===== src/rtl/an_status_pkg.sv =====
package an_status_pkg;
  localparam int REG_ADDR_W = 5;
  localparam int REG_DATA_W = 16;

  localparam logic [REG_ADDR_W-1:0] ADDR_LP_ABIL = 5'h05;
  localparam logic [REG_ADDR_W-1:0] ADDR_EXPAN   = 5'h06;
  localparam logic [REG_ADDR_W-1:0] ADDR_NP_TX   = 5'h07;
  localparam logic [REG_ADDR_W-1:0] ADDR_DEV_ID  = 5'h10;

  typedef struct packed {
    logic [10:0] zero;
    logic        par_fault;
    logic        lp_np_able;
    logic        np_able;
    logic        page_rx;
    logic        lp_an_able;
  } expan_t;
endpackage


===== src/rtl/an_cw_matcher.sv =====
module an_cw_matcher #(
  parameter int W   = 16,
  parameter int RUN = 3
) (
  input  logic         clk,
  input  logic         rst_n,
  input  logic         take,
  input  logic [W-1:0] word,
  output logic         hit
);
  localparam int CNT_W = $clog2(RUN + 1);
  localparam logic [CNT_W-1:0] RUN_C = CNT_W'(RUN);

  logic [W-1:0]     last_q;
  logic [CNT_W-1:0] run_q;
  logic [CNT_W-1:0] run_nx;
  logic             same;

  always_comb begin
    same = (run_q != '0) && (word == last_q);
    if (same)
      run_nx = (run_q == RUN_C) ? run_q : run_q + 1'b1;
    else
      run_nx = CNT_W'(1);
  end

  // fire once, on reaching the run length; saturated runs stay quiet
  assign hit = take && (run_nx == RUN_C) && (run_q != RUN_C);

  always_ff @(posedge clk) begin
    if (!rst_n) begin
      last_q <= '0;
      run_q  <= '0;
    end else if (take) begin
      last_q <= word;
      run_q  <= run_nx;
    end
  end
endmodule


===== src/rtl/an_lp_status.sv =====
module an_lp_status #(
  parameter int W = 16
) (
  input  logic         clk,
  input  logic         rst_n,
  input  logic         hit,
  input  logic [W-1:0] word,
  input  logic         flp_seen,
  input  logic         clr_page,
  output logic         page_rx,
  output logic         lp_an,
  output logic [W-1:0] ability
);
  always_ff @(posedge clk) begin
    if (!rst_n) begin
      page_rx <= 1'b0;
      lp_an   <= 1'b0;
      ability <= '0;
    end else begin
      if (hit) begin
        page_rx <= 1'b1;
        ability <= word;
      end else if (clr_page) begin
        page_rx <= 1'b0;
      end
      if (flp_seen)
        lp_an <= 1'b1;
    end
  end
endmodule


===== src/rtl/an_np_tx.sv =====
module an_np_tx #(
  parameter int W = 16
) (
  input  logic         clk,
  input  logic         rst_n,
  input  logic         wr_en,
  input  logic [W-1:0] wdata,
  output logic         req,
  output logic [W-1:0] page
);
  always_ff @(posedge clk) begin
    if (!rst_n) begin
      req  <= 1'b0;
      page <= '0;
    end else begin
      req <= wr_en;
      if (wr_en)
        page <= wdata;
    end
  end
endmodule


===== src/rtl/an_page_status.sv =====
module an_page_status
  import an_status_pkg::*;
#(
  parameter int MATCH_RUN = 3,
  parameter logic [REG_DATA_W-1:0] DEV_ID = 16'h0005
) (
  input  logic                  clk,
  input  logic                  rst_n,
  input  logic                  cw_valid,
  output logic                  cw_ready,
  input  logic [REG_DATA_W-1:0] cw_data,
  input  logic                  flp_seen,
  input  logic                  link_up,
  input  logic [REG_ADDR_W-1:0] reg_addr,
  input  logic                  reg_rd,
  input  logic                  reg_wr,
  input  logic [REG_DATA_W-1:0] reg_wdata,
  output logic [REG_DATA_W-1:0] reg_rdata,
  output logic                  np_tx_valid,
  output logic [REG_DATA_W-1:0] np_tx_page
);
  logic                  ready_q;
  logic                  take;
  logic                  hit;
  logic                  page_rx;
  logic                  lp_an;
  logic [REG_DATA_W-1:0] ability;
  logic [REG_DATA_W-1:0] np_page;
  expan_t                expan;

  always_ff @(posedge clk) begin
    if (!rst_n) ready_q <= 1'b0;
    else        ready_q <= 1'b1;
  end

  assign cw_ready = ready_q;
  assign take     = cw_valid && ready_q;

  an_cw_matcher #(.W(REG_DATA_W), .RUN(MATCH_RUN)) u_match (
    .clk   (clk),
    .rst_n (rst_n),
    .take  (take),
    .word  (cw_data),
    .hit   (hit)
  );

  an_lp_status #(.W(REG_DATA_W)) u_lp (
    .clk      (clk),
    .rst_n    (rst_n),
    .hit      (hit),
    .word     (cw_data),
    .flp_seen (flp_seen),
    .clr_page (reg_rd && (reg_addr == ADDR_LP_ABIL)),
    .page_rx  (page_rx),
    .lp_an    (lp_an),
    .ability  (ability)
  );

  an_np_tx #(.W(REG_DATA_W)) u_np (
    .clk   (clk),
    .rst_n (rst_n),
    .wr_en (reg_wr && (reg_addr == ADDR_NP_TX)),
    .wdata (reg_wdata),
    .req   (np_tx_valid),
    .page  (np_page)
  );

  assign np_tx_page = np_page;

  always_comb begin
    expan            = '0;
    expan.par_fault  = ~link_up;
    expan.lp_np_able = ability[REG_DATA_W-1];
    expan.np_able    = 1'b1;
    expan.page_rx    = page_rx;
    expan.lp_an_able = lp_an;
  end

  always_comb begin
    case (reg_addr)
      ADDR_LP_ABIL: reg_rdata = ability;
      ADDR_EXPAN:   reg_rdata = expan;
      ADDR_NP_TX:   reg_rdata = np_page;
      ADDR_DEV_ID:  reg_rdata = DEV_ID;
      default:      reg_rdata = '0;
    endcase
  end
endmodule


===== config.mk =====
export PLATFORM = sky130hd
export DESIGN_NAME = an_page_status
export DESIGN_NICKNAME = d
export VERILOG_FILES = /design/src/rtl/an_status_pkg.sv /design/src/rtl/an_cw_matcher.sv /design/src/rtl/an_lp_status.sv /design/src/rtl/an_np_tx.sv /design/src/rtl/an_page_status.sv
export SDC_FILE = /design/constraint.sdc
export NUM_CORES = 1
export LEC_CHECK = 0
export ABC_AREA = 1
export ABC_CLOCK_PERIOD_IN_PS = 3500
export BUFFER_PORTS_ARGS = -buffer_cell sky130_fd_sc_hd__buf_2
export CORE_MARGIN = 8
export CORE_UTILIZATION = 39
export DETAILED_ROUTE_END_ITERATION = 6
export SLEW_MARGIN = 20
export SYNTH_ARGS = -nofsm -noshare
export SYNTH_HDL_FRONTEND = slang
export SYNTH_HIERARCHICAL = 1
export SYNTH_SLANG_ARGS = --single-unit

===== constraint.sdc =====
create_clock -name clk -period 3.5 [get_ports clk]
set_input_delay 0.7 -clock clk [delete_from_list [all_inputs] [get_ports clk]]
set_output_delay 0.7 -clock clk [all_outputs]
set_load 0.01 [all_outputs]

==> results by group <==
Global routing
  – Largest net degree at the start of global routing: 54
  – GRT Total Usage: 14.87%
  – First-pass GRT wire length: 12.21 mm
  – Number of global-route vias before repair: 2647
  – GRT overflow: 0
  – Antenna violations before repair: 0

Clock network
  – TritonCTS clock tree: yes
  – Depth of the CTS H-tree: 2
  – Post-CTS resize count: 0
  – Clock transition at path regs: 0.10 ns
  – CTS buffer count: 5
  – Clk buf depth: 2
  – Clock Latency Late Sink: 0.30 ns
  – Hold Buf Count CTS: 0
  – CTS Sinks: 54
  – Post-CTS Repair Setup Buffers: 0
  – CTS Root Cell: clkbuf_8

STA
  – Fin crit period: 2.369 ns
  – Final Cycle Share: 67.69%
  – RSZ-0062 raised after global routing: no
  – Final setup fails: 0
  – Max-slew headroom: 45.92%
  – Least-Margin Pin Slew: 0.8113 ns
  – Peak Freq: 0.4221 GHz
  – Clock skew: 0.01183 ns
  – Hold Vio Cnt, Final: 0
  – Setup TNS: 0 ns
  – Final slew viol count: 0

Routing
  – 1st-iter DRT viols: 135
  – Detail Route Antenna Nets: 0
  – Via count: 2682
  – Routed len/inst: 11.81 µm
  – Drt total wl: 7.039 mm
  – DRC viols: 0
  – DR pass1 iterations: 4
  – Vias per cell: 4.500

Die
  – Num rows: 31
  – I/O pin total: 78
  – Die Footprint: 10100 µm²
  – Die W: 100.5 µm
  – Core box area: 7098 µm²
  – DIE HEIGHT: 100.5 µm
  – Initial Util: 39.22%

Logic synthesis
  – Mapped cell area: 2784 µm²
  – Count of different cell masters after synthesis: 30
  – Yosys warning count: 6
  – Syn Area/Cell: 6.520 µm²
  – Sequential area share after synthesis: 38.83%
  – Mapped Cells: 427
  – Net count after synthesis: 471
  – Register bit total from synthesis: 54

Pwr
  – Leak pwr: 1.724 nW
  – Maximum VDD drop: 0.1337 mV
  – Total power: 0.001213 W
  – PwrDens: 370.2 nW/µm²

Critical path
  – FF-to-FF Start: u_match/last_q[7]
  – Buf/Inv on CP: 3
  – Cell-by-cell trace of the critical path: buf_2 > inv_1 > nand2_1 > nor2_4 > nand2_1 > nand3_1 > buf_2
  – Critical path origin: reg_addr[4]
  – R2R Setup Slk: 1.75 ns
  – R2r endpoint: u_lp/ability[5]
  – Worst Path Max Fanout: 16
  – CP max stage cell: nor2_4
  – Crit Path Category: in -> out
  – Crit end category: primary output
  – Critical path startpoint category: primary input
  – Reg2Reg Depth: 12
  – Worst path max stage delay: 0.34 ns
  – Critical path destination: reg_rdata[4]
  – Family with the most delay on the worst path: simple AND/OR/NAND/NOR gates
  – Worst path required time: 2.80 ns
  – Cell count along the critical path: 7
  – WP data arrival: 1.67 ns

Min path
  – Hold/Removal Path Class: reg -> reg

Finish
  – Layout Nets: 541
  – Fraction of layout cells with a size suffix above 1: 20.72%
  – Inserted Diodes: 0
  – Area Overhead vs Synth: 17.66%

Placed design
  – DP Wirelength: 5.352 mm
  – Port-buffer cells: 77
  – Gpl congestion: 0.8017

Job
  – Max cap viols: 0

Outcome
  – Outcome: completed
-- per-stage QoR --
stage / instances / worst slack, ns / hold WS [ns] / util (%) / instance area (µm²)
2_1_floorplan: 427 / 1.481 / 0.4381 / - / 2784
3_5_place_dp: 589 / 1.105 / 0.4626 / 44.56 / 3163
4_1_cts: 596 / 1.105 / 0.4847 / 46.15 / 3276
3_3_place_gp: 589 / 1.127 / 0.4588 / 44.56 / 3163
5_1_grt: 596 / 1.013 / 0.5019 / 46.15 / 3276
6_report: 596 / 1.131 / 0.4829 / 46.15 / 3276
-- cell families after synthesis --
kind of cell	Yosys count	synth area share (%)
AOI/OAI and AO/OA	53	9.887
xor gates and xnor gates	4	1.258
buffers and inverters	72	13.08
DFF	54	38.83
and+or+nand+nor	244	36.94
-- where the power goes --
part           internal, W  switching, W
registers         0.000631     0.0000114
logic            0.0000552     0.0000860
clock network     0.000229      0.000200
-- cell usage in the layout (no fill, tap or decap), types with 2 or more instances in the layout --
master and instances:
a21oi_1 16, and3_1 2, buf_2 77, buf_4 3, clkbuf_8 6, dfxtp_1 54, inv_1 51, inv_2 4
nand2_1 109, nand3_1 23, nand4_1 8, nor2_1 89, nor2_2 3, nor2_4 2, o21ai_0 34, xnor2_1 4
-- synth_stat cells (all sizes together) --
library cell / instances / area share, %
nand2: 110 / 15
nor2: 94 / 13
inv: 55 / 7.4
dfxtp: 54 / 39
o21ai: 35 / 6.3
nand3: 25 / 5.1
a21oi: 17 / 3.2
buf: 15 / 5.0
nand4: 8 / 1.8
xnor2: 4 / 1.3
and3: 2 / 0.45
clkbuf: 2 / 0.63
or2: 2 / 0.45
a21boi: 1 / 0.40
nand3b: 1 / 0.27
nor3: 1 / 0.18
nor3b: 1 / 0.27
-- tightest hold or removal path, delay by kind of cell (launching register included) --
family / cells / cell delay [ns]
AO/OA/AOI/OAI: 1 / 0.06
flip-flops: 1 / 0.31
buffers and inverters: 1 / 0.07
-- final cells by class --
type                            instances  area [µm²]
Clock buffer                            6       82.58
Timing Repair Buffer                   80       407.9
Tap cell                               99       123.9
Multi-Input combinational cell        301        1344
Fill cell                             787        3822
Inverter                               55       206.4
Sequential cell                        54        1081
Clock inverter                          1       30.03
-- registers in the layout (all words and copies together) (netlist names) --
register / cells
cw_ready: 1
u_lp/ability: 16
u_lp/lp_an: 1
u_lp/page_rx: 1
u_match/last_q: 16
u_match/run_q: 2
u_np/page: 16
u_np/req: 1
-- how the worst min path moves through the flow --
stage | end | cells after the start | startpoint
6_report | u_match/last_q[9] | 2 | u_match/last_q[9]
5_1_grt | u_lp/page_rx | 2 | u_lp/page_rx
4_1_cts | u_match/last_q[9] | 2 | u_match/last_q[9]
3_5_place_dp | u_lp/lp_an | 2 | u_lp/lp_an
3_3_place_gp | u_match/last_q[9] | 2 | u_match/last_q[9]
2_1_floorplan | u_lp/lp_an | 2 | u_lp/lp_an
-- per-layer routing --
metal / GRT usage [%] / routed length [µm] / part of all wire [%] / up-vias
met2: 23.03 / 3130 / 44 / 72
met5: 0 / 0 / 0 / -
met3: 6.077 / 530 / 7.5 / 4
met1: 18.56 / 3322 / 47 / 1156
li1: - / - / - / 1450
met4: 3.953 / 55 / 0.78 / 0
Note: power is estimated with default switching activity, not from simulation.
